**src/rtl/spi_svc_pkg.sv**
```systemverilog
// Package: shared constants and types for the SPI service-request block.
// Assumes an 8-bit data path; the bit positions below are the register layout.
package spi_svc_pkg;
    localparam int DATA_W = 8;
    localparam int ADDR_W = 2;

    localparam logic [ADDR_W-1:0] A_CTRL = 2'd0;
    localparam logic [ADDR_W-1:0] A_STAT = 2'd1;

    localparam int B_RXIE = 0;
    localparam int B_TXIE = 1;
    localparam int B_DSEL = 2;
    localparam int B_MSTR = 3;
    localparam int B_CPOL = 4;
    localparam int B_CPHA = 5;

    localparam int B_FAULT = 0;
    localparam int B_RXF   = 1;
    localparam int B_TXE   = 2;

    localparam logic [DATA_W-1:0] CTRL_RESET = 8'h28;
    localparam logic [DATA_W-1:0] CTRL_MASK  = 8'h3F;
    localparam logic [DATA_W-1:0] W1C_MASK   = 8'h01;

    localparam int NUM_EV = 2;   // event 0 = receive full, event 1 = transmit empty

    typedef struct packed {
        logic cpha;
        logic cpol;
        logic master;
        logic dsel;
        logic tx_ie;
        logic rx_ie;
    } ctrl_t;
endpackage

```
**src/rtl/spi_svc_regs.sv**
```systemverilog
// Module: control register and read mux.
// Holds the control fields with their mixed reset defaults and decodes the
// write-one-to-clear strobe for the fault flag. Reads are combinational.
module spi_svc_regs
    import spi_svc_pkg::*;
(
    input  logic              clk,
    input  logic              rst_n,
    input  logic [ADDR_W-1:0] addr,
    input  logic              wr,
    input  logic [DATA_W-1:0] wdata,
    output logic [DATA_W-1:0] rdata,
    input  logic              fault,
    input  logic              rx_full,
    input  logic              tx_empty,
    output ctrl_t             ctrl,
    output logic              fault_clr
);
    logic [DATA_W-1:0] ctrl_q;
    logic [DATA_W-1:0] stat_view;

    // Purpose: store the control fields; reserved bits are masked off.
    always_ff @(posedge clk) begin
        if (!rst_n)
            ctrl_q <= CTRL_RESET;
        else if (wr && addr == A_CTRL)
            ctrl_q <= wdata & CTRL_MASK;
    end

    // Purpose: unpack the stored bits into named fields.
    always_comb begin
        ctrl.rx_ie  = ctrl_q[B_RXIE];
        ctrl.tx_ie  = ctrl_q[B_TXIE];
        ctrl.dsel   = ctrl_q[B_DSEL];
        ctrl.master = ctrl_q[B_MSTR];
        ctrl.cpol   = ctrl_q[B_CPOL];
        ctrl.cpha   = ctrl_q[B_CPHA];
    end

    // Purpose: assemble the status view.
    always_comb begin
        stat_view          = '0;
        stat_view[B_FAULT] = fault;
        stat_view[B_RXF]   = rx_full;
        stat_view[B_TXE]   = tx_empty;
    end

    // Purpose: read mux by address.
    always_comb begin
        unique case (addr)
            A_CTRL:  rdata = ctrl_q;
            A_STAT:  rdata = stat_view;
            default: rdata = '0;
        endcase
    end

    // Purpose: clear strobe when a 1 is written to the fault bit.
    assign fault_clr = wr && (addr == A_STAT) && |(wdata & W1C_MASK);


    reset_dflt_chk: assert property (@(posedge clk) disable iff (!rst_n)
        $rose(rst_n) |-> (ctrl.master && ctrl.cpha && !ctrl.cpol && !ctrl.dsel));

    ctrl_wr_chk: assert property (@(posedge clk) disable iff (!rst_n)
        (wr && addr == A_CTRL) |=> (ctrl.master == $past(wdata[B_MSTR])
                                    && ctrl.cpha == $past(wdata[B_CPHA])
                                    && ctrl.dsel == $past(wdata[B_DSEL])));

    rsvd_zero_chk: assert property (@(posedge clk) disable iff (!rst_n)
        (addr == A_CTRL) |-> (rdata[DATA_W-1:6] == '0));
endmodule

```
**src/rtl/spi_svc_steer.sv**
```systemverilog
// Module: per-event request steering.
// For each status event it gates the flag with its enable and routes the
// result to either the CPU interrupt line or the DMA line, by one select bit.
// Assumes the flags are levels held by the shift engine until serviced.
module spi_svc_steer
    import spi_svc_pkg::*;
#(
    parameter int N = NUM_EV
) (
    input  logic         clk,
    input  logic         rst_n,
    input  logic [N-1:0] flag,
    input  logic [N-1:0] enable,
    input  logic         dsel,
    output logic [N-1:0] irq,
    output logic [N-1:0] dma
);
    for (genvar g = 0; g < N; g++) begin : g_ev
        logic pend;

        // Purpose: an event is pending while its flag and enable are both high.
        always_comb pend = flag[g] & enable[g];

        // Purpose: route a pending event to exactly one path.
        always_comb begin
            irq[g] = pend & ~dsel;
            dma[g] = pend &  dsel;
        end


        excl_path_chk: assert property (@(posedge clk) disable iff (!rst_n)
            !(irq[g] && dma[g]));

        dma_quiet_irq_chk: assert property (@(posedge clk) disable iff (!rst_n)
            dsel |-> !irq[g]);

        cpu_quiet_dma_chk: assert property (@(posedge clk) disable iff (!rst_n)
            !dsel |-> !dma[g]);
    end
endmodule

```
**src/rtl/spi_svc_fault.sv**
```systemverilog
// Module: slave-select framing check.
// Tracks whether slave select has been high since the last byte start; a byte
// start in slave mode with phase 0 and no such rise sets a sticky fault.
// Assumes xfer_start is a one-cycle pulse per byte from the shift engine.
module spi_svc_fault (
    input  logic clk,
    input  logic rst_n,
    input  logic xfer_start,
    input  logic slave_sel_n,
    input  logic master,
    input  logic cpha,
    input  logic clr,
    output logic fault
);
    logic armed_q;
    logic rule_on;
    logic violate;

    // Purpose: the rule applies only to slave operation with phase 0.
    always_comb rule_on = !master && !cpha;
    always_comb violate = xfer_start && !armed_q && rule_on;

    // Purpose: remember a high slave select since the previous byte start.
    always_ff @(posedge clk) begin
        if (!rst_n)
            armed_q <= 1'b1;
        else if (xfer_start)
            armed_q <= 1'b0;
        else if (slave_sel_n)
            armed_q <= 1'b1;
    end

    // Purpose: sticky fault, set wins over write-one-to-clear.
    always_ff @(posedge clk) begin
        if (!rst_n)
            fault <= 1'b0;
        else if (violate)
            fault <= 1'b1;
        else if (clr)
            fault <= 1'b0;
    end


    fault_set_chk: assert property (@(posedge clk) disable iff (!rst_n)
        (xfer_start && !armed_q && !master && !cpha) |=> fault);

    fault_quiet_chk: assert property (@(posedge clk) disable iff (!rst_n)
        (!fault && !(xfer_start && !master && !cpha)) |=> !fault);

    fault_hold_chk: assert property (@(posedge clk) disable iff (!rst_n)
        (fault && !clr) |=> fault);
endmodule

```
**src/rtl/spi_svc_ctrl.sv**
```systemverilog
// Module: top of the SPI service-request block.
// Joins the control register, the request steering and the framing check,
// and exposes the mode and clock-format fields to the shift engine.
module spi_svc_ctrl
    import spi_svc_pkg::*;
(
    input  logic              clk,
    input  logic              rst_n,
    input  logic [ADDR_W-1:0] bus_addr,
    input  logic              bus_wr,
    input  logic [DATA_W-1:0] bus_wdata,
    output logic [DATA_W-1:0] bus_rdata,
    input  logic              rx_full,
    input  logic              tx_empty,
    input  logic              xfer_start,
    input  logic              slave_sel_n,
    output logic              irq_rx,
    output logic              irq_tx,
    output logic              dma_rx_req,
    output logic              dma_tx_req,
    output logic              master_mode,
    output logic              clk_pol,
    output logic              clk_pha,
    output logic              mode_fault
);
    ctrl_t             ctrl;
    logic              fault_clr;
    logic [NUM_EV-1:0] ev_flag;
    logic [NUM_EV-1:0] ev_en;
    logic [NUM_EV-1:0] ev_irq;
    logic [NUM_EV-1:0] ev_dma;

    spi_svc_regs u_regs (
        .clk      (clk),
        .rst_n    (rst_n),
        .addr     (bus_addr),
        .wr       (bus_wr),
        .wdata    (bus_wdata),
        .rdata    (bus_rdata),
        .fault    (mode_fault),
        .rx_full  (rx_full),
        .tx_empty (tx_empty),
        .ctrl     (ctrl),
        .fault_clr(fault_clr)
    );

    // Purpose: pack the events in a fixed order (0 receive, 1 transmit).
    always_comb begin
        ev_flag = {tx_empty, rx_full};
        ev_en   = {ctrl.tx_ie, ctrl.rx_ie};
    end

    spi_svc_steer #(.N(NUM_EV)) u_steer (
        .clk   (clk),
        .rst_n (rst_n),
        .flag  (ev_flag),
        .enable(ev_en),
        .dsel  (ctrl.dsel),
        .irq   (ev_irq),
        .dma   (ev_dma)
    );

    spi_svc_fault u_fault (
        .clk        (clk),
        .rst_n      (rst_n),
        .xfer_start (xfer_start),
        .slave_sel_n(slave_sel_n),
        .master     (ctrl.master),
        .cpha       (ctrl.cpha),
        .clr        (fault_clr),
        .fault      (mode_fault)
    );

    // Purpose: drive the request and mode outputs.
    always_comb begin
        irq_rx      = ev_irq[0];
        irq_tx      = ev_irq[1];
        dma_rx_req  = ev_dma[0];
        dma_tx_req  = ev_dma[1];
        master_mode = ctrl.master;
        clk_pol     = ctrl.cpol;
        clk_pha     = ctrl.cpha;
    end


    move_path_chk: assert property (@(posedge clk) disable iff (!rst_n)
        (irq_rx && bus_wr && bus_addr == A_CTRL && bus_wdata[B_DSEL]
         && bus_wdata[B_RXIE] && $stable(rx_full)) |=> (!irq_rx || !rx_full));
endmodule

```
**config.mk**
```make
export PLATFORM = sky130hd
export DESIGN_NAME = spi_svc_ctrl
export DESIGN_NICKNAME = d
export VERILOG_FILES = /design/src/rtl/spi_svc_pkg.sv /design/src/rtl/spi_svc_regs.sv /design/src/rtl/spi_svc_steer.sv /design/src/rtl/spi_svc_fault.sv /design/src/rtl/spi_svc_ctrl.sv
export SDC_FILE = /design/constraint.sdc
export NUM_CORES = 1
export LEC_CHECK = 0
export CAP_MARGIN = 25
export CELL_PAD_IN_SITES_DETAIL_PLACEMENT = 2
export CELL_PAD_IN_SITES_GLOBAL_PLACEMENT = 2
export CORE_MARGIN = 3
export CORE_UTILIZATION = 28
export CTS_CLUSTER_SIZE = 20
export DETAILED_ROUTE_END_ITERATION = 10
export DONT_BUFFER_PORTS = 1
export GPL_TIMING_DRIVEN = 0
export HOLD_SLACK_MARGIN = 0.1
export PLACE_DENSITY = 0.79
export SLEW_MARGIN = 20
export SYNTH_ARGS = -nofsm -noshare
export SYNTH_HDL_FRONTEND = slang
export SYNTH_SLANG_ARGS = --single-unit
export TNS_END_PERCENT = 30
```
**constraint.sdc**
```tcl
create_clock -name clk -period 0.96 [get_ports clk]
set_input_delay 0.048 -clock clk [delete_from_list [all_inputs] [get_ports clk]]
set_output_delay 0.048 -clock clk [all_outputs]
set_load 0.02 [all_outputs]
```
==> results of run 1 <==
## state kept, by name (all words and copies together), names as in the netlist
| name | flops |
|---|---|
| u_fault.armed_q | 1 |
| u_fault.fault | 1 |
| u_regs.ctrl_q | 6 |
## final timing paths
path | startpoint | end | slack [ns]
setup / recovery | u_regs.ctrl_q[3]$_SDFFE_PN1P_ | bus_rdata[3] | -0.07
setup reg to reg | u_regs.ctrl_q[3]$_SDFFE_PN1P_ | u_fault.fault$_SDFFE_PN0P_ | 0.02
hold reg to reg | u_fault.armed_q$_SDFFE_PN1P_ | u_fault.armed_q$_SDFFE_PN1P_ | 0.52
hold / removal | bus_wr | u_regs.ctrl_q[2]$_SDFFE_PN0P_ | 0.11
## what timing repair did
item | CTS | global route
setup buffers | 0 | 3
gates resized for setup | 24 | 14
hold buffers | 10 | 0
endpoints found under the setup margin | 11 | 14
pin swaps | 4 | 3
hold endpoints to repair | 8 | 0
## power breakdown
| part | internal [mW] | leakage [nW] | switching, mW |
|---|---|---|---|
| clock network | 0.144 | 0.0138 | 0.126 |
| registers | 0.340 | 0.0683 | 0.0249 |
| logic | 0.0905 | 0.201 | 0.0976 |
## layer usage
| metal | part of all wire (%) | track usage (%) |
|---|---|---|
| met5 | 0 | 0 |
| met4 | 0.91 | 4.972 |
| met3 | 8.8 | 4.215 |
| met2 | 54 | 30.35 |
| met1 | 37 | 17.78 |
## cells by family after synthesis
group                  synth area share (%)
AND/OR/NAND/NOR                       34.14
flip-flops                            34.41
multiplexers                          15.05
buffers and inverters                 9.945
AO/OA/AOI/OAI                         5.644
other                                0.8057
## cells in the mapped netlist
cell / count / area share, %
mux2i_1: 7 / 15
and4b_2: 1 / 2.4
buf_2: 1 / 1.1
inv_1: 2 / 1.6
and3_1: 2 / 2.7
o21ai_0: 1 / 1.1
nor3b_4: 1 / 4.0
dfxtp_1: 8 / 34
or3_1: 1 / 1.3
nand4bb_1: 2 / 4.8
nor3_1: 2 / 2.2
nor2_1: 7 / 5.6
buf_6: 1 / 2.4
o211ai_1: 2 / 3.2
o22ai_1: 1 / 1.3
conb_1: 1 / 0.81
nand2_1: 12 / 9.7
buf_4: 3 / 4.8
and2_1: 1 / 1.3
## through the flow
stage                     instance area, sq um  util (%)  worst slack, ns  std cells  total power [mW]
after global routing                     748.2     48.54          -0.1043         89            0.8620
after detailed placement                 494.2     32.06          -0.1988         73            0.4814
after global placement                   494.2     32.06          -0.1650         73            0.4778
final                                    748.2     48.54         -0.06905         89            0.8229
after floorplan                          474.2         -          -0.1120         57            0.4634
after CTS                                671.9     43.59         -0.08643         86            0.7898
## cell usage in the layout (no fill, tap or decap), drive strengths merged
| cell | count |
|---|---|
| nand2 | 12 |
| o21ai | 1 |
| nor3 | 2 |
| conb | 2 |
| and2 | 1 |
| and3 | 2 |
| inv | 2 |
| nor3b | 1 |
| buf | 8 |
| and4b | 1 |
| o211ai | 2 |
| mux2i | 7 |
| or3 | 1 |
| dfxtp | 8 |
| nor2 | 7 |
| dlygate4sd3 | 10 |
| nand4bb | 2 |
| clkbuf | 3 |
| o22ai | 1 |
## worst max-delay path: stages (launching register included)
cell     delay, ns
dfxtp_4       0.41
inv_4         0.05
nor3_4        0.26
## area by class of cell
cell class                 instances  area (sq um)  share of cell area [%]
buffer                             5         41.29                   5.518
multi-input combinational         42         350.3                   46.82
timing repair buffer              13         122.6                   16.39
clock buffer                       3         22.52                   3.010
sequential                         8         178.9                   23.91
tap                               16         20.02                   2.676
inverter                           2         12.51                   1.672
==> flow_summary.toml, run 1 <==
[worst_setup_path]
setup.worst_path.end_class = "primary output"
worstSetupStartpointType = "register"
path_max_fanout = 3
cp_data_required_time_ns = 0.91
critPathKind = "register to primary output"
worst_ep_arrival_time_ns = 0.98
ff2ff_path_depth = 2

[global_route]
grt_first_pass_wirelength_microns = 2442
overflow = 0
first_global_vias = 486
grt_usage_pct = 16.28
antenna_found_initial = 0
grt_start_max_net_pins = 11

[clocking]
numCtsBuffers = 3
clk_pin_slew_worst_paths_ns = 0.06
clock-root-buffer = "clkbuf_4"
cts_tree = "yes"
cts_max_path_buffers = 2
htreeDepth = 1
clock_sinks = 8
worstSkewPairLatency_ns = 0.26

[sta]
worst_slack_ns = -0.06905
period_minus_slack_ns = 1.029
hold_ws_ns = 0.1109
finalSetupViolCount = 4
slew_violations = 0
rsz0062_at_grt = "yes"
fin_crit_sh_pct = 107.2
fmax_mhz = 971.8
finalSetupTns_ns = -0.1319
hold_viol_final = 0
finClkSkew_ns = 0.001862

[cells_and_area]
nNetsFinal = 92
fillers = 165
antennaDiodeCount = 0
area_growth_pct = 60.75
drive_above_1_share_pct = 46.58

[floorplan]
rows = 14
start_util_pct = 30.19
die_w_microns = 46.77
die_area_sq_um = 2187
coreArea_sq_um = 1541
die_h_microns = 46.77
ios = 33

[synth]
yosys_warnings = 0
netlist-cell-type-count = 19
syn_area_per_cell_sq_um = 8.312
synth_area_sq_um = 465.4
synth_cells = 56
ys_ff_latch = 8
synth-seq-area-share_pct = 34.41

[detailed_routing]
dr.pass1.iters = 3
antenna_left = 0
drt_iter0_markers = 3
viasPerCell = 5.427
routed_wl_microns = 1764
wire_per_inst_microns = 19.82
drc_errors = 0
num_vias = 483

[placement]
gp_congestion = 0.6575
numPortBuffers = 0
dp_hpwl_microns = 957.6

[power]
powerDensity_nw_per_um2 = 1100
vdd_drop_max_uv = 484.9
power_leakage_nw = 0.2828

[status]
status = "complete, but fails checks"
violations = "setup timing"

[hold_path]
hold_path_class = "input port to register"
worst_hold_path.num_cells = 2

[job]
drv_cap = 0
Power figures use the tool's default switching activity.
==> run 2, diff against run 1 <==
--- a/config.mk
+++ b/config.mk
@@ -9,13 +9,14 @@
 export CELL_PAD_IN_SITES_DETAIL_PLACEMENT = 2
 export CELL_PAD_IN_SITES_GLOBAL_PLACEMENT = 2
 export CORE_MARGIN = 3
-export CORE_UTILIZATION = 28
+export CORE_UTILIZATION = 25
 export CTS_CLUSTER_SIZE = 20
 export DETAILED_ROUTE_END_ITERATION = 10
 export DONT_BUFFER_PORTS = 1
 export GPL_TIMING_DRIVEN = 0
 export HOLD_SLACK_MARGIN = 0.1
-export PLACE_DENSITY = 0.79
+export PLACE_DENSITY = 0.75
+export SKIP_CTS_REPAIR_TIMING = 1
 export SLEW_MARGIN = 20
 export SYNTH_ARGS = -nofsm -noshare
 export SYNTH_HDL_FRONTEND = slang
==> constraint.sdc (replaced) <==
create_clock -name clk -period 0.9 [get_ports clk]
set_input_delay 0.045 -clock clk [delete_from_list [all_inputs] [get_ports clk]]
set_output_delay 0.045 -clock clk [all_outputs]
set_load 0.02 [all_outputs]
==> run 2 against run 1 <==
Net effect: register-to-register slack worse by 0.02 ns; first-iteration DRC count is 67% lower; largest cell class unchanged; clock power up 4%; routed wire length decreased by 16%; highest routed layer unchanged; critical path type unchanged; sequential power grew 5.5%; the flow still finishes with violations (setup timing); largest power group unchanged; sequential share of layout area grew 0.70 points.
==> flow_summary.toml, run 2 (synthesis gave the netlist of run 1 again) <==
[detailed_routing]
viasPerCell = 4.884
dr.pass1.iters = 2
num_vias = 464
routed_wl_microns = 1485
antenna_left = 0
wire_per_inst_microns = 15.63
drc_errors = 0
drt_iter0_markers = 1

[power]
vdd_drop_max_uv = 509.1
internal_power_uw = 602.9
switching_share_pct = 29.35
p_total_uw = 853.4
p_clk_share_pct = 33.0
power.switching_uw = 250.5
seq_power_share_pct = 45.1
power_frac_comb_pct = 21.9
power_leakage_nw = 0.2783
powerDensity_nw_per_um2 = 1166

[job]
drv_cap = 0

[sta]
finClkSkew_ns = 0.004871
finalSetupViolCount = 10
slew_violations = 0
rsz0062_at_grt = "yes"
finalSetupTns_ns = -0.6163
worst_slack_ns = -0.1293
hold_viol_final = 0
fin_crit_sh_pct = 114.4
fmax_mhz = 971.6
period_minus_slack_ns = 1.029

[clocking]
clock_sinks = 8
htreeDepth = 1
clk_pin_slew_worst_paths_ns = 0.06
worstSkewPairLatency_ns = 0.25
cts_tree = "yes"
cts_max_path_buffers = 2
clock-root-buffer = "clkbuf_4"
numCtsBuffers = 3

[placement]
dp_hpwl_microns = 1004
numPortBuffers = 0
placed_cell_area_sq_um = 515.5
pre_cts_ws_ns = -0.08580
dp_cells = 81
gp_congestion = 0.6670

[worst_setup_path]
ff2ff_path_depth = 2
r2r-end = "u_fault.fault$_SDFFE_PN0P_"
path_max_fanout = 3
worstSetupStartpointType = "register"
crit_end = "bus_rdata[0]"
r2r_slack_ns = 0
cp_data_required_time_ns = 0.85
setup.worst_path.end_class = "primary output"
worst_ep_arrival_time_ns = 0.98
r2r-start = "u_regs.ctrl_q[5]$_SDFFE_PN1P_"
cp-startpoint = "u_fault.fault$_SDFFE_PN0P_"
critPathKind = "register to primary output"

[floorplan]
die_area_sq_um = 2416
ios = 33
coreArea_sq_um = 1629
die_w_microns = 49.15
die_h_microns = 49.15
start_util_pct = 28.57
rows = 14

[cells_and_area]
final_cell_mix = "12 x nand2_1, 10 x dlygate4sd3_1, 6 x mux2i_1, 5 x dfxtp_4, 4 x buf_4"
reg_top3 = "u_regs.ctrl_q: 6 flops, u_fault.armed_q: 1 flops, u_fault.fault: 1 flops"
multiInputGateArea_sq_um = 340.3
seq_area_sq_um = 180.2
finalNonFillerCells = 95
largest_reg_flops = 6
drive_above_1_share_pct = 45.07
antennaDiodeCount = 0
nNetsFinal = 90
mostFrequentLayoutCell = "nand2_1"
final_area_sq_um = 732.0
area_growth_pct = 57.26
largest-register = "u_regs.ctrl_q"
fillers = 184

[status]
violations = "setup timing"
status = "complete, but fails checks"

[global_route]
grt_usage_pct = 11.77
first_global_vias = 445
grt_first_pass_wirelength_microns = 2180
grt_start_max_net_pins = 11
antenna_found_initial = 0
overflow = 0

[hold_path]
hold_path_class = "input port to register"
-- run 2: per-layer routing --
| layer | part of all wire [%] | track usage (%) | wire [microns] | vias to the layer above |
|---|---|---|---|---|
| met5 | 0 | 0 | 0 | - |
| met3 | 11 | 6.422 | 158 | 2 |
| met2 | 50 | 17.86 | 739 | 21 |
| met4 | 0.74 | 7.109 | 11 | 0 |
| li1 | - | - | - | 221 |
| met1 | 39 | 12.68 | 576 | 220 |
-- run 2: power groups by stage --
stage | registers (mW) | logic [mW] | clock network, mW
2_1_floorplan | 0.392 | 0.108 | 0
3_3_place_gp | 0.396 | 0.120 | 0
3_5_place_dp | 0.396 | 0.123 | 0
4_1_cts | 0.388 | 0.123 | 0.292
5_1_grt | 0.388 | 0.203 | 0.313
6_report | 0.385 | 0.187 | 0.282
-- run 2: critical path, stage by stage, from the launching register on --
cell	delay (ns)
dfxtp_4	0.39
mux2i_1	0.10
nor2_2	0.24
-- run 2: worst min-delay path by stage --
stage	depth (start not counted)	from	endpoint	slack [ns]
final	2	bus_wr	u_regs.ctrl_q[4]$_SDFFE_PN0P_	0.11
after floorplan	1	xfer_start	u_fault.armed_q$_SDFFE_PN1P_	0.16
after detailed placement	1	xfer_start	u_fault.armed_q$_SDFFE_PN1P_	0.16
after CTS	1	xfer_start	u_fault.armed_q$_SDFFE_PN1P_	-0.10
after global routing	2	bus_wr	u_regs.ctrl_q[4]$_SDFFE_PN0P_	0.11
after global placement	1	xfer_start	u_fault.armed_q$_SDFFE_PN1P_	0.16
-- run 2: per-stage QoR --
step | hold slack (ns) | util [%]
3_3_place_gp | 0.1577 | 31.64
2_1_floorplan | 0.1564 | -
4_1_cts | -0.1031 | 33.03
6_report | 0.1132 | 44.93
3_5_place_dp | 0.1644 | 31.64
5_1_grt | 0.1076 | 44.93
-- run 2: layout make-up --
class,count,share of cell area [%]
repair buffers,11,14.70
well taps,24,4.103
clock buffers,3,3.077
inverters,2,1.709
multi-input cells,42,46.50
flip-flops and latches,8,24.62
plain buffers,5,5.299
